--- config.mk ---
export PLATFORM = sky130hd
export DESIGN_NAME = tl_vector_reducer
export DESIGN_NICKNAME = d
export VERILOG_FILES = /design/src/rtl/tl_vred_pkg.sv /design/src/rtl/tl_vred_hex_select.sv /design/src/rtl/tl_vred_centre_rom.sv /design/src/rtl/tl_vred_sat_sub.sv /design/src/rtl/tl_vector_reducer.sv
export SDC_FILE = /design/constraint.sdc
export NUM_CORES = 1
export LEC_CHECK = 0
export ABC_AREA = 0
export BUFFER_PORTS_ARGS = -buffer_cell sky130_fd_sc_hd__buf_2
export CAP_MARGIN = 20
export CELL_PAD_IN_SITES_DETAIL_PLACEMENT = 0
export CELL_PAD_IN_SITES_GLOBAL_PLACEMENT = 1
export CORE_UTILIZATION = 30
export DETAILED_ROUTE_END_ITERATION = 10
export GPL_ROUTABILITY_DRIVEN = 0
export PLACE_DENSITY_LB_ADDON = 0.1
export SLEW_MARGIN = 25
export SYNTH_ARGS = -nofsm -noshare
export SYNTH_HDL_FRONTEND = slang
export SYNTH_SLANG_ARGS = --single-unit
--- constraint.sdc ---
create_clock -name clk -period 42.3 [get_ports clk]
set_input_delay 2.115 -clock clk [delete_from_list [all_inputs] [get_ports clk]]
set_output_delay 2.115 -clock clk [all_outputs]
set_load 0.02 [all_outputs]
--- src/rtl/tl_vred_pkg.sv ---
// Package: shared types and the hexagon-to-phase-offset table for the
// three-level to two-level vector reducer.
// Assumes hexagon k is centred at angle 60*k degrees.
package tl_vred_pkg;

    typedef logic [2:0] hex_idx_t;
    typedef logic [2:0] phase_mask_t;

    localparam int NUM_HEX = 6;

    // Map a hexagon index to its per-phase upper-level mask (bit0 = a).
    function automatic phase_mask_t hex_to_mask(input hex_idx_t k);
        case (k)
            3'd0:    return 3'b001;
            3'd1:    return 3'b011;
            3'd2:    return 3'b010;
            3'd3:    return 3'b110;
            3'd4:    return 3'b100;
            3'd5:    return 3'b101;
            default: return 3'b001;
        endcase
    endfunction

endpackage

--- src/rtl/tl_vred_hex_select.sv ---
// Selects the small hexagon holding a reference vector.
// It picks the centre direction with the largest dot product, which is the
// nearest 60-degree wedge, and the lowest index wins a tie.
// Both components below NEAR_TH in magnitude force hexagon 0.
// Purely combinational.
module tl_vred_hex_select
    import tl_vred_pkg::*;
#(
    parameter int W       = 16,
    parameter int NEAR_TH = 256
) (
    input  logic signed [W-1:0] ref_a,
    input  logic signed [W-1:0] ref_b,
    output hex_idx_t            hex_idx
);
    localparam int DW = W + 3;
    localparam int PW = W + 18;
    localparam logic signed [PW-1:0] SQRT3_Q16 = PW'(113512);
    localparam logic signed [DW-1:0] TH        = DW'(NEAR_TH);

    logic signed [DW-1:0] a_e, b_s3, a_abs, b_abs;
    logic signed [PW-1:0] b_prod;
    logic signed [DW-1:0] dot [NUM_HEX];
    logic                 near_zero;
    hex_idx_t             best_i;

    // Extend alpha and scale beta by sqrt(3) in Q16.
    always_comb begin
        a_e    = DW'(ref_a);
        b_prod = PW'(ref_b) * SQRT3_Q16;
        b_s3   = DW'(b_prod >>> 16);
        a_abs  = (a_e < 0) ? -a_e : a_e;
        b_abs  = (DW'(ref_b) < 0) ? -DW'(ref_b) : DW'(ref_b);
    end

    // Twice the dot product of the reference with each centre direction.
    assign dot[0] = a_e <<< 1;
    assign dot[1] = a_e + b_s3;
    assign dot[2] = b_s3 - a_e;
    assign dot[3] = -(a_e <<< 1);
    assign dot[4] = -a_e - b_s3;
    assign dot[5] = a_e - b_s3;

    // Arg-max over the six directions, lowest index winning ties.
    always_comb begin
        logic signed [DW-1:0] best_v;
        best_v = dot[0];
        best_i = 3'd0;
        for (int i = 1; i < NUM_HEX; i++) begin
            if (dot[i] > best_v) begin
                best_v = dot[i];
                best_i = 3'(i);
            end
        end
    end

    // Near-origin detection and the final index.
    always_comb begin
        near_zero = (a_abs < TH) && (b_abs < TH);
        hex_idx   = near_zero ? 3'd0 : best_i;
    end

endmodule

--- src/rtl/tl_vred_centre_rom.sv ---
// Centre vector of each small hexagon: VUNIT at 60*k degrees,
// rounded to the nearest LSB. The constants come from VUNIT alone.
module tl_vred_centre_rom
    import tl_vred_pkg::*;
#(
    parameter int W     = 16,
    parameter int VUNIT = 4096
) (
    input  hex_idx_t            hex_idx,
    output logic signed [W-1:0] ctr_a,
    output logic signed [W-1:0] ctr_b
);
    localparam longint YC = (longint'(VUNIT) * 56756 + 32768) >>> 16;
    localparam logic signed [W-1:0] VF = W'(VUNIT);
    localparam logic signed [W-1:0] VH = W'((VUNIT + 1) / 2);
    localparam logic signed [W-1:0] VY = W'(YC);

    // Constant lookup of the centre for the selected hexagon.
    always_comb begin
        case (hex_idx)
            3'd0:    begin ctr_a =  VF; ctr_b = '0;  end
            3'd1:    begin ctr_a =  VH; ctr_b =  VY; end
            3'd2:    begin ctr_a = -VH; ctr_b =  VY; end
            3'd3:    begin ctr_a = -VF; ctr_b = '0;  end
            3'd4:    begin ctr_a = -VH; ctr_b = -VY; end
            3'd5:    begin ctr_a =  VH; ctr_b = -VY; end
            default: begin ctr_a =  VF; ctr_b = '0;  end
        endcase
    end

endmodule

--- src/rtl/tl_vred_sat_sub.sv ---
// One lane of saturating signed subtraction, y = x - c.
// On overflow the result clamps to the signed W-bit limits.
module tl_vred_sat_sub #(
    parameter int W = 16
) (
    input  logic signed [W-1:0] x,
    input  logic signed [W-1:0] c,
    output logic signed [W-1:0] y
);
    localparam logic signed [W-1:0] MAXV = {1'b0, {(W-1){1'b1}}};
    localparam logic signed [W-1:0] MINV = {1'b1, {(W-1){1'b0}}};

    logic signed [W:0] diff;

    // Widen by one bit, subtract, and clamp on a sign mismatch.
    always_comb begin
        diff = {x[W-1], x} - {c[W-1], c};
        if (diff[W] != diff[W-1]) y = diff[W] ? MINV : MAXV;
        else                      y = diff[W-1:0];
    end

endmodule

--- src/rtl/tl_vector_reducer.sv ---
// Top level: reduces a three-level alpha/beta reference to a two-level one.
// It selects the small hexagon, subtracts that hexagon's centre with
// saturation, and looks up the per-phase offset mask.
// Outputs are registered with one cycle of latency and hold while idle.
// Reset is synchronous and active low.
module tl_vector_reducer
    import tl_vred_pkg::*;
#(
    parameter int W       = 16,
    parameter int VUNIT   = 4096,
    parameter int NEAR_TH = 256
) (
    input  logic                clk,
    input  logic                rst_n,
    input  logic                in_valid,
    input  logic signed [W-1:0] in_alpha,
    input  logic signed [W-1:0] in_beta,
    output logic                out_valid,
    output logic signed [W-1:0] out_alpha,
    output logic signed [W-1:0] out_beta,
    output logic [2:0]          out_hex,
    output logic [2:0]          out_offset
);
    localparam int NLANE = 2;

    hex_idx_t            sel_idx;
    logic signed [W-1:0] ctr_a, ctr_b;
    logic signed [W-1:0] lane_x [NLANE];
    logic signed [W-1:0] lane_c [NLANE];
    logic signed [W-1:0] lane_y [NLANE];

    tl_vred_hex_select #(.W(W), .NEAR_TH(NEAR_TH)) u_sel (
        .ref_a   (in_alpha),
        .ref_b   (in_beta),
        .hex_idx (sel_idx)
    );

    tl_vred_centre_rom #(.W(W), .VUNIT(VUNIT)) u_rom (
        .hex_idx (sel_idx),
        .ctr_a   (ctr_a),
        .ctr_b   (ctr_b)
    );

    assign lane_x[0] = in_alpha;
    assign lane_x[1] = in_beta;
    assign lane_c[0] = ctr_a;
    assign lane_c[1] = ctr_b;

    for (genvar g = 0; g < NLANE; g++) begin : g_lane
        tl_vred_sat_sub #(.W(W)) u_sub (
            .x (lane_x[g]),
            .c (lane_c[g]),
            .y (lane_y[g])
        );
    end

    // Output registers: capture on in_valid, hold otherwise.
    always_ff @(posedge clk) begin
        if (!rst_n) begin
            out_valid  <= 1'b0;
            out_alpha  <= '0;
            out_beta   <= '0;
            out_hex    <= '0;
            out_offset <= '0;
        end else begin
            out_valid <= in_valid;
            if (in_valid) begin
                out_alpha  <= lane_y[0];
                out_beta   <= lane_y[1];
                out_hex    <= sel_idx;
                out_offset <= hex_to_mask(sel_idx);
            end
        end
    end


    lat_on_chk: assert property (@(posedge clk) disable iff (!rst_n)
        in_valid |=> out_valid);


    lat_off_chk: assert property (@(posedge clk) disable iff (!rst_n)
        !in_valid |=> !out_valid);


    hold_chk: assert property (@(posedge clk) disable iff (!rst_n)
        !in_valid |=> ($stable(out_hex) && $stable(out_alpha)
                       && $stable(out_beta) && $stable(out_offset)));


    hex_range_chk: assert property (@(posedge clk) disable iff (!rst_n)
        out_valid |-> (out_hex < 3'd6));


    offset_weight_chk: assert property (@(posedge clk) disable iff (!rst_n)
        out_valid |-> ($countones(out_offset) == 1 || $countones(out_offset) == 2));


    near_zero_chk: assert property (@(posedge clk) disable iff (!rst_n)
        (in_valid && in_alpha < NEAR_TH && in_alpha > -NEAR_TH
                  && in_beta < NEAR_TH && in_beta > -NEAR_TH) |=> (out_hex == 3'd0));

endmodule

# Yosys cells after proc, flatten, opt, wreduce, memory -nomap -nowiden

Cells that the tools add are included.
W data, S select, Z words.

Flip-flop bits (word level): 39
Input bits: 35
Output and inout bits: 39
Logic and storage cells: 55

Add/subtract/negate cells: 9
Multipliers: 1
$lt $le $gt $ge: 9
Equality and inequality tests: 7
Mux-type cells: 19
Reductions and logical operators: 5

Operators with widths:

| cell                     | number |
|---|---|
| $mux W19                 | 6 |
| $gt A19 B19 Y1           | 4 |
| $mux W16                 | 4 |
| $pmux W16 S3             | 1 |
| $lt A19 B10 Y1 const B   | 2 |
| $neg A16 Y19             | 2 |
| $sub A16 B16 Y17         | 2 |
| $lt A16 B1 Y1 const B    | 2 |
| $pmux W16 S2             | 1 |
| $mul A16 B15 Y31 const B | 1 |
| $add A16 B18 Y19         | 1 |
| $gt A19 B17 Y1           | 1 |
| $neg A17 Y19             | 1 |
| $sub A16 B18 Y19         | 1 |
| $sub A18 B16 Y19         | 1 |
| $sub A19 B18 Y19         | 1 |
| $pmux W3 S5              | 1 |
| $mux W3                  | 4 |
| $reduce_or A2 Y1         | 4 |
| $eq A3 B2 Y1 const B     | 2 |
| $eq A3 B3 Y1 const B     | 2 |
| $eq A3 B1 Y1 const B     | 1 |
| $mux W2                  | 1 |
| $ne A1 B1 Y1             | 2 |
| other kinds (2)          | 2 |

# Depth between registers and ports, before layout

Gate-level depths: netlist (run 1).

Depth after elaboration: 19
Mapped depth: 117
Mapped depth without buffers: 110

# Hierarchy

From an unflattened synthesis (run 1), not the netlist that was laid out.

Cell total of the unflattened synthesis: 2040
Area total of the unflattened synthesis: 16575.9 sq um

Modules (own cells, without submodules):

| module             | instances | cells an instance | area each (sq um) |
|---|---|---|---|
| tl_vred_hex_select | 1         | 1597              | 12704.7 |
| tl_vred_sat_sub    | 2         | 138               | 1028.5 |
| tl_vector_reducer  | 1         | 130               | 1530.2 |
| tl_vred_centre_rom | 1         | 37                | 284.0 |

# Least setup slack after synthesis (run 1)

OpenSTA, ideal clock, no wires.

Kind: input port to flip-flop
Start point: in in_beta[15]
End point: reg out_beta[10]
Setup time: 0.133 ns
Arrival: 24.210 ns
Required time: 42.167 ns
Path slack: 17.957 ns
Cell stages on the path: 104
Path buffers: 8
Cell sequence: clkbuf_1 -> inv_1 -> ha_1 -> inv_1 -> fa_1 -> inv_1 -> fa_1 -> fa_1 -> fa_1 -> inv_1 -> fa_1 -> inv_1 -> ha_1 -> and3_1 -> nand3_1 -> or2_2 -> a31oi_1 -> a21oi_1 -> [68 not listed] -> or2_2 -> ha_1 -> nor2b_1 -> o21ai_0 -> a21boi_0 -> o21ai_0 -> a21boi_0 -> o21ai_0 -> a21boi_0 -> o21ai_0 -> a21boi_0 -> o211a_1 -> o21ai_0 -> a22o_1 -> clkbuf_1 -> clkbuf_1 -> maj3_1 -> a21oi_1

Cells in the longest elaborated chain, start to end: 19
Elaborated cells on any way between the ends: 36

Ends and longest elaborated chain:

| item                                            | RTL line                 | text |
|---|---|---|
| start, declared                                 | tl_vector_reducer.sv:17  | `input logic signed [W-1:0] in_beta,` |
| $mul A16 B15 Y31                                | tl_vred_hex_select.sv:30 | `b_prod = PW'(ref_b) * SQRT3_Q16;` |
| $add A16 B18 Y19                                | tl_vred_hex_select.sv:38 | `assign dot[1] = a_e + b_s3;` |
| $gt A19 B17 Y1                                  | tl_vred_hex_select.sv:50 | `if (dot[i] > best_v) begin` |
| $mux W19                                        | tl_vred_hex_select.sv:50 |  |
| $gt A19 B19 Y1                                  | tl_vred_hex_select.sv:50 |  |
| $mux W19                                        | tl_vred_hex_select.sv:50 |  |
| $gt A19 B19 Y1                                  | tl_vred_hex_select.sv:50 |  |
| $mux W19                                        | tl_vred_hex_select.sv:50 |  |
| [3 not listed]                                  | --                       |  |
| $mux W3                                         | tl_vred_hex_select.sv:50 |  |
| $mux W3                                         | tl_vred_hex_select.sv:60 | `hex_idx = near_zero ? 3'd0 : best_i;` |
| $eq A3 B3 Y1, or another cell as far along      | tl_vred_centre_rom.sv:20 | `case (hex_idx)` |
| $reduce_or A2 Y1 (no line)                      | --                       |  |
| $pmux W16 S2                                    | tl_vred_centre_rom.sv:20 |  |
| $sub A16 B16 Y17 (*)                            | tl_vred_sat_sub.sv:17    | `diff = {x[W-1], x} - {c[W-1], c};` |
| $mux W16 / $ne A1 B1 Y1 (equally long branches) | tl_vred_sat_sub.sv:18    | `if (diff[W] != diff[W-1]) y = diff[W] ? MINV : MAXV;` |
| $mux W16 (*)                                    | tl_vred_sat_sub.sv:18    |  |
| end signal, assigned                            | tl_vector_reducer.sv:69  | `out_beta <= lane_y[1];` |
| end, declared                                   | tl_vector_reducer.sv:20  | `output logic signed [W-1:0] out_beta,` |

Mark *: on every way between the ends. The rest lies on a longest branch, timed or not.
A chain may end at the register's enable or synchronous reset.

# Final worst setup path (run 1)

Start point: in in_beta[15]
End point: reg out_beta[1]

The elaborated chain is that of the path after synthesis.

==> impl_results.md, run 1 <==
* Global-route usage over all layers at a little under a fifth
* Via count of the first global-routing pass at roughly 13000
* Post-detailed-routing wire length at about 48000 um
* Maximum cell stage delay along the critical path at around 0.65 ns
* Number of buffers inserted to repair setup after CTS at 0
* Post-synth top area cell: ha_1
* Final-report setup violation count at 0
* Count of clock tree sinks at 39
* Pins over their slew limit at 0
* Critical path buffers and inverters at 10
* Commonest non-fill, non-tap cell in the layout: inv_1
* TritonCTS buffer count at 5
* Top-Level Pins at between 70 and 80
* Count of state elements after synthesis at 39
* Final Hold Viols at 0
* Cell at the root of the clock tree: clkbuf_16
* Die X-Extent at 222 um
* Total of max-cap violations at 0
* Yosys warnings at 0
* Share of the synthesized area in the top cell type at roughly a quarter
* Standard cell with the maximum stage delay on the critical path: nand4_1
* Antenna Cells at 0
* Global-route wire length before repair at 73900 um
* Area of all placed cells without fillers at about 16000 um^2
* Launching element type of the critical path: primary input
* DR iter-0 viols at 557
* Top library cells by usage in the layout, fill and taps aside: 336 x inv_1, 306 x ha_1, 149 x a21oi_1
* Total via count after detailed routing at about 12000
* Placement Rows at 80
* Class of the most critical hold timing path: reg2reg
* HP Start: out_alpha[15]$_SDFFE_PN0P_
* Number of iterations in the first detailed-routing pass at 5
* Sum Neg Setup Slack at 0 ns
* Worst rel slew slack at between 40% and 50%
* Post-synthesis cell area at ~15000 um^2
* Proportion of synthesized flip-flops having asynchronous set or reset at 0%
* Core region area at about 48000 um^2
* Top FF cell, synth: dfxtp_1
* Fmax at about 37 MHz
* Non-filler cells in the finished layout at 2458
* Number of nets with antenna violations after detailed routing at 0
* Placed cells at between 2000 and 2500
* Number of synthesized flops with an enable pin at 0
* Clock tree from TritonCTS: built
* R2R setup slack at ~42 ns
* Initial Utilization at between 30 and 40%
* Die area at 49500 um^2
* Unrepaired setup endpoints after global routing: false
* Net count after synthesis at approximately 2300
* Cell area after placement at 15600 um^2
* DIE HEIGHT at about 220 um
* Status: finished clean
* Number of buffers added on ports at 73
* Maximum fanout along the worst path at 25
* Worst reg2reg startpoint: out_hex[2]$_SDFFE_PN0P_
* Count of different cell masters after synthesis at between 70 and 80
* H-tree depth at 2
* Hold worst-path end: out_alpha[15]$_SDFFE_PN0P_
* Detailed-placement wirelength estimate at 42200 um
* Worst hold path depth at 2
* Min cycle time layout at between 20 and 30 ns
* Cell depth of the worst flop-to-flop path at 2
* Fraction of final layout cells sized beyond drive strength 1 at between 6 and 7%
* Synth area leaders: ha_1 26%, fa_1 17%, inv_1 8.7%
* Area overhead of the layout relative to synthesis at 8.08%
* Synthesized instance count at around 1800
* Global-route congestion overflow total at 0
* Total number of nets in the final design at ~2300
* Final-layout worst hold slack at 0.489 ns
* Capture instance of the worst register-to-register path: out_hex[2]$_SDFFE_PN0P_
* Family of cells with the greatest summed delay on the critical path: compound AO/OA/AOI/OAI gates
* Final critical-path share of the clock period at 64.7%
* Data required time of the critical path at ~43 ns
* Maximum number of pins on one net before global-route repair at between 50 and 60
* Start-to-end type of the worst setup path: in2reg
* Tightest Pin Transition at a little under 0.9 ns
* Post-CTS Hold Buffers at 0
* Detail-routed net length per standard cell at 19.4 um
* Clock slew at the register clock pins of the worst setup and hold paths at around 0.060 ns
* Worst setup skew after layout at 0 ns
* Antenna violations before repair at 0
* Worst-Skew Late Latency at roughly 0.28 ns
* Post-cts resize count at 0
* Mapped Avg Cell Area at between 8 and 9 um^2
* Part of the Yosys area used for sequential elements at 5.36%
* Vias/cell at ~5.0
* CTS Buffer Depth at 2
* Worst Path Arrival at 27.59 ns
* Drc violations at 0
* Element type at the critical path end: flip-flop
per-stage QoR:
stage | util (%) | setup WS [ns]
2_1_floorplan | - | 17.96
3_3_place_gp | 32.6 | 14.41
3_5_place_dp | 32.6 | 14.44
4_1_cts | 32.9 | 14.68
5_1_grt | 32.9 | 12.63
6_report | 32.9 | 14.92
sequential cells by signal (all words and copies together) (netlist names):
signal	count
out_hex	3
out_valid	1
out_alpha	16
out_beta	16
out_offset	3
logic make-up after synthesis:
kind of cell             count (synthesis)  share of synthesized area, %
flip-flops                              39                          5.36
AND/OR/NAND/NOR                        352                          12.3
buffers and inverters                  376                          9.76
AO/OA/AOI/OAI                          429                          18.5
multiplexers                            48                          3.43
XOR/XNOR                               110                          6.61
adder cells (fa/ha/maj)                444                          44.1
worst max-delay path by stage:
| stage | start | end | cells after the start |
|---|---|---|---|
| 2_1_floorplan | in_beta[15] | out_beta[10]$_SDFFE_PN0P_ | 104 |
| 3_3_place_gp | in_beta[15] | out_beta[1]$_SDFFE_PN0P_ | 101 |
| 3_5_place_dp | in_beta[15] | out_beta[13]$_SDFFE_PN0P_ | 101 |
| 4_1_cts | in_beta[15] | out_beta[13]$_SDFFE_PN0P_ | 101 |
| 5_1_grt | in_beta[15] | out_beta[13]$_SDFFE_PN0P_ | 103 |
| 6_report | in_beta[15] | out_beta[1]$_SDFFE_PN0P_ | 101 |
layout make-up:
class / instances / area [um^2]
fillers: 5170 / 32100
clock buffers: 6 / 139
multi-input cells: 1383 / 12400
clock inverters: 2 / 35.0
inverters: 336 / 1260
flip-flops and latches: 39 / 781
well taps: 615 / 769
repair buffers: 77 / 395
cell usage after synthesis (4+ instances only):
| cell type | instances |
|---|---|
| xnor2_1 | 78 |
| fa_1 | 121 |
| maj3_1 | 16 |
| mux2i_1 | 35 |
| inv_1 | 336 |
| nor3_1 | 33 |
| and2_1 | 4 |
| o21a_1 | 31 |
| and4_1 | 7 |
| nor2b_1 | 25 |
| a21o_1 | 39 |
| o21bai_1 | 23 |
| a221oi_1 | 4 |
| or3_1 | 7 |
| mux2_2 | 11 |
| a21oi_1 | 149 |
| a21boi_0 | 15 |
| o21ai_0 | 101 |
| a22o_1 | 4 |
| nand4_1 | 25 |
| nor2_1 | 96 |
| nand3_1 | 26 |
| ha_1 | 306 |
| xor2_1 | 32 |
| a211oi_1 | 10 |
| nor3b_1 | 4 |
| and3_1 | 10 |
| nor4_1 | 6 |
| nand2b_1 | 15 |
| clkbuf_1 | 36 |
| dfxtp_1 | 39 |
| nand2_1 | 78 |
| or2_2 | 4 |
| a31oi_1 | 11 |
layer usage:
metal  vias up  GRT usage [%]  part of all wire (%)
met4         0           3.78                   2.0
li1       6192              -                     -
met5         -              0                     0
met3        30          0.767                   1.3
met2       117           32.7                    47
met1      5901           26.9                    50
tightest hold or removal path, stage by stage (launching register included):
cell,delay [ns]
dfxtp_1,0.31
nand2b_1,0.06
a21boi_0,0.07
Power of run 1 is left out: the tool's default activity adds up to more than one toggle a clock period on the data nets, which glitch-free logic cannot reach.
==> inputs of run 2 (changes only) <==
==> constraint.sdc (replaced) <==
create_clock -name clk -period 28.5 [get_ports clk]
set_input_delay 1.425 -clock clk [delete_from_list [all_inputs] [get_ports clk]]
set_output_delay 1.425 -clock clk [all_outputs]
set_load 0.02 [all_outputs]
==> run 2 against run 1 <==
  * Register-to-register slack lost 14 ns
  * Global-route usage grew 0.25 points
  * Non-clock buffer count grew 1
  * Critical path type unchanged
  * Cell count is essentially flat
==> impl_results.md, run 2 (synthesis results as in run 1) <==
* Drc violations at 0
* Worst reg2reg startpoint: out_hex[2]$_SDFFE_PN0P_
* Number of iterations in the first detailed-routing pass at 4
* Crit-path most repeated cell: o21a_1
* Data required time of the critical path at 28.71 ns
* Worst-Skew Late Latency at ~0.28 ns
* Launching element type of the critical path: primary input
* Tightest Pin Transition at approximately 0.87 ns
* Worst setup skew after layout at 0 ns
* Clock slew at the register clock pins of the worst setup and hold paths at about 0.06 ns
* Post-detailed-routing wire length at roughly 48000 um
* Unrepaired setup endpoints after global routing: false
* Class of the most critical hold timing path: reg2reg
* Worst Path Arrival at around 27 ns
* Worst rel slew slack at around two fifths
* Sum Neg Setup Slack at 0 ns
* R2R setup slack at about 28 ns
* Vias/cell at 4.99
* Placement Rows at 80
* Area overhead of the layout relative to synthesis at 7.91%
* Die area at around 50000 um^2
* Start-to-end type of the worst setup path: in2reg
* H-tree depth at 2
* Number of nets with antenna violations after detailed routing at 0
* DR iter-0 viols at between 500 and 600
* Final Hold Viols at 0
* Via count of the first global-routing pass at about 13000
* Number of buffers added on ports at between 70 and 80
* Status: finished clean
* Total via count after detailed routing at 12300
* Post-CTS Hold Buffers at 0
* Fraction of final layout cells sized beyond drive strength 1 at ~6.5%
* Cell depth of the worst flop-to-flop path at 2
* Final-report setup violation count at 0
* Commonest non-fill, non-tap cell in the layout: inv_1
* Biggest regs: out_alpha: 16 flops, out_beta: 16 flops
* Top-Level Pins at 74
* Global-route usage over all layers at 19.4%
* Maximum number of pins on one net before global-route repair at 56
* CTS Buffer Depth at 2
* Final critical-path share of the clock period at between 90 and 100%
* Clock tree from TritonCTS: built
* Fmax at around 38 MHz
* Total of max-cap violations at 0
* Core region area at 47800 um^2
* Standard cell with the maximum stage delay on the critical path: or4b_4
* Top library cells by usage in the layout, fill and taps aside: 336 x inv_1, 306 x ha_1, 149 x a21oi_1
* Worst hold path depth at 2
* Count of clock tree sinks at 39
* Maximum cell stage delay along the critical path at around 0.60 ns
* Hold worst-path end: out_alpha[15]$_SDFFE_PN0P_
* Detailed-placement wirelength estimate at about 42000 um
* Antenna violations before repair at 0
* Maximum fanout along the worst path at 25
* Antenna Cells at 0
* Global-route congestion overflow total at 0
* Cell at the root of the clock tree: clkbuf_16
* Global-route wire length before repair at 74700 um
* DIE HEIGHT at 222 um
* Capture instance of the worst register-to-register path: out_hex[2]$_SDFFE_PN0P_
* Detail-routed net length per standard cell at about 19 um
* Element type at the critical path end: flip-flop
* Pins over their slew limit at 0
* Min cycle time layout at roughly 26 ns
* TritonCTS buffer count at 5
* Initial Utilization at a little under a third
* Total number of nets in the final design at approximately 2300
* Filler instances at approximately 5100
* Die X-Extent at around 220 um
* HP Start: out_alpha[15]$_SDFFE_PN0P_
run 2: cell type report:
class	count	area (um^2)	area share (%)
clock buffer	5	125	0.796
clock inverter	3	15.0	0.0955
inverter	336	1260	8.02
multi-input combinational	1383	12400	78.7
sequential	39	781	4.96
tap	615	769	4.89
timing repair buffer	78	403	2.56
run 2: stage by stage:
stage	setup slack, ns	area (um^2)	util, %	hold slack, ns	std cells
6_report	2.14	15700	32.9	0.475	2459
5_1_grt	0.163	15700	32.9	0.518	2459
4_1_cts	1.77	15700	32.9	0.481	2459
3_5_place_dp	1.58	15600	32.6	0.470	2451
3_3_place_gp	1.72	15600	32.6	0.469	2451
2_1_floorplan	4.85	14600	-	0.535	1798
run 2: what timing repair did:
action | CTS | global route
setup buffers | 0 | 0
setup endpoints to repair | 0 | 15
gates resized for setup | 0 | 1
hold endpoints to repair | 0 | 0
run 2: how the worst max path moves through the flow:
stage / startpoint / to / slack, ns / cells past startpoint
after CTS: in_beta[15] / out_beta[0]$_SDFFE_PN0P_ / 1.77 / 101
after global routing: in_beta[15] / out_beta[0]$_SDFFE_PN0P_ / 0.16 / 102
after detailed placement: in_beta[15] / out_beta[0]$_SDFFE_PN0P_ / 1.58 / 101
final: in_beta[15] / out_beta[0]$_SDFFE_PN0P_ / 2.14 / 101
after floorplan: in_beta[15] / out_beta[10]$_SDFFE_PN0P_ / 4.85 / 104
after global placement: in_beta[15] / out_beta[0]$_SDFFE_PN0P_ / 1.72 / 101
run 2: per-layer routing:
metal,share of wire (%),vias up,GRT usage [%]
met5,0,-,0
met4,0.73,0,1.65
met3,1.3,19,0.873
met2,48,132,34.1
met1,50,5929,27.3
li1,-,6198,-
run 2: critical path: cells and delay by family:
kind,cells,cell delay [ns]
AOI/OAI and AO/OA,44,8.88
xor gates and xnor gates,3,0.60
adders and majority gates,15,6.12
muxes,3,1.02
buffers and inverters,12,2.43
and+or+nand+nor,24,5.95
Power of run 2 is left out for the same reason.
==> inputs of run 3 (changes only) <==
==> constraint.sdc (replaced) <==
create_clock -name clk -period 33.2 [get_ports clk]
set_input_delay 1.66 -clock clk [delete_from_list [all_inputs] [get_ports clk]]
set_output_delay 1.66 -clock clk [all_outputs]
set_load 0.02 [all_outputs]
==> run 3 against run 2 <==
  * Largest cell class unchanged
  * Clock skew unchanged
  * Worst setup slack better by 3.9 ns
  * Hold slack better by 0.013 ns
  * Sequential cell count unchanged
  * First-iteration DRC count up 0.57%
  * Critical path type unchanged
  * Wire length down 0.26%
  * Count of clock-buffer cells in the layout unchanged
==> impl_results.md, run 3 (synthesis results as in run 1) <==
* Status: finished clean
* Global-route wire length before repair at approximately 74000 um
* Number of iterations in the first detailed-routing pass at 5
* Post-cts resize count at 0
* Fmax at around 37 MHz
* Class of the most critical hold timing path: reg2reg
* Count of clock tree sinks at 39
* R2R setup slack at 32.48 ns
* CTS Buffer Depth at 2
* Number of nets with antenna violations after detailed routing at 0
* Antenna violations before repair at 0
* Element type at the critical path end: flip-flop
* Maximum fanout along the worst path at 25
* Core region area at between 40000 and 50000 um^2
* Detailed-placement wirelength estimate at 42100 um
* Post-CTS Hold Buffers at 0
* Start-to-end type of the worst setup path: in2reg
* Final Hold Viols at 0
* Post-detailed-routing wire length at roughly 48000 um
* Number of buffers added on ports at between 70 and 80
* Total of max-cap violations at 0
* Unrepaired setup endpoints after global routing: false
* H-tree depth at 2
* Commonest non-fill, non-tap cell in the layout: inv_1
* Global-route usage over all layers at a little under a fifth
* Top library cells by usage in the layout, fill and taps aside: 336 x inv_1, 306 x ha_1, 149 x a21oi_1
* Area overhead of the layout relative to synthesis at 8.21%
* Clock tree from TritonCTS: built
* DR iter-0 viols at 530
* Final critical-path share of the clock period at ~82%
* Worst Path Arrival at approximately 27 ns
* Maximum number of pins on one net before global-route repair at 56
* Worst-Skew Late Latency at about 0.28 ns
* Number of buffers inserted to repair setup after CTS at 0
* Detail-routed net length per standard cell at between 15 and 20 um
* Critical path buffers and inverters at 9
* Total via count after detailed routing at 12300
* Placement Rows at 80
* Drc violations at 0
* Sum Neg Setup Slack at 0 ns
* Min cycle time layout at approximately 27 ns
* Total number of nets in the final design at ~2300
* Clock slew at the register clock pins of the worst setup and hold paths at approximately 0.060 ns
* Data required time of the critical path at approximately 33 ns
* Global-route congestion overflow total at 0
* Tightest Pin Transition at ~0.9 ns
* Final-report setup violation count at 0
* Launching element type of the critical path: primary input
* Filler instances at around 5200
* Worst rel slew slack at 40.1%
* Standard cell with the maximum stage delay on the critical path: ha_1
* Die area at just under 50000 um^2
* Worst setup skew after layout at 0 ns
* TritonCTS buffer count at 5
* Via count of the first global-routing pass at 12600
* Fraction of final layout cells sized beyond drive strength 1 at 6.40%
* Cell at the root of the clock tree: clkbuf_16
* DIE HEIGHT at around 220 um
* Family of cells with the greatest summed delay on the critical path: compound AO/OA/AOI/OAI gates
* Top-Level Pins at 74
* Die X-Extent at about 220 um
* Vias/cell at between 4 and 5
* Antenna Cells at 0
* Biggest regs: out_alpha: 16 flops, out_beta: 16 flops
* Initial Utilization at a little under a third
* Maximum cell stage delay along the critical path at around 0.61 ns
* Crit-path most repeated cell: o21ai_0
* Pins over their slew limit at 0
## run 3: worst paths after layout
check	start	endpoint	cells past startpoint
setup reg to reg	out_hex[2]$_SDFFE_PN0P_	out_hex[2]$_SDFFE_PN0P_	2
hold / removal	out_hex[1]$_SDFFE_PN0P_	out_hex[1]$_SDFFE_PN0P_	2
hold reg to reg	out_hex[1]$_SDFFE_PN0P_	out_hex[1]$_SDFFE_PN0P_	2
setup / recovery	in_beta[15]	out_beta[6]$_SDFFE_PN0P_	101
## run 3: final cells by class
class	count	area [um^2]	share of cell area, %
Clock buffer	5	125	0.793
Clock inverter	3	67.6	0.428
Inverter	336	1260	8.00
Multi-Input combinational cell	1383	12400	78.4
Sequential cell	39	781	4.95
Tap cell	615	769	4.88
Timing Repair Buffer	77	395	2.51
## run 3: metal layers
layer,vias up,GRT usage (%),wire [um]
li1,6197,-,-
met1,5898,26.8,23600
met2,138,33.3,22700
met3,24,0.714,830
met4,0,2.76,703
met5,-,0,0
## run 3: worst register-to-register path: cells and delay by family, from the launching register on
kind            cells  cell delay [ns]
flops               1             0.31
compound gates      1             0.19
simple gates        1             0.12
## run 3: metrics by stage
stage          cell area, um^2  hold WS, ns  utilization [%]  cells  setup slack (ns)
3_3_place_gp             15600        0.467             32.6   2450              5.75
4_1_cts                  15800        0.491             33.0   2458              6.00
6_report                 15800        0.489             33.0   2458              6.03
3_5_place_dp             15600        0.476             32.6   2450              5.76
2_1_floorplan            14600        0.535                -   1798              9.31
5_1_grt                  15800        0.518             33.0   2458              3.66
Power of run 3 is left out for the same reason.
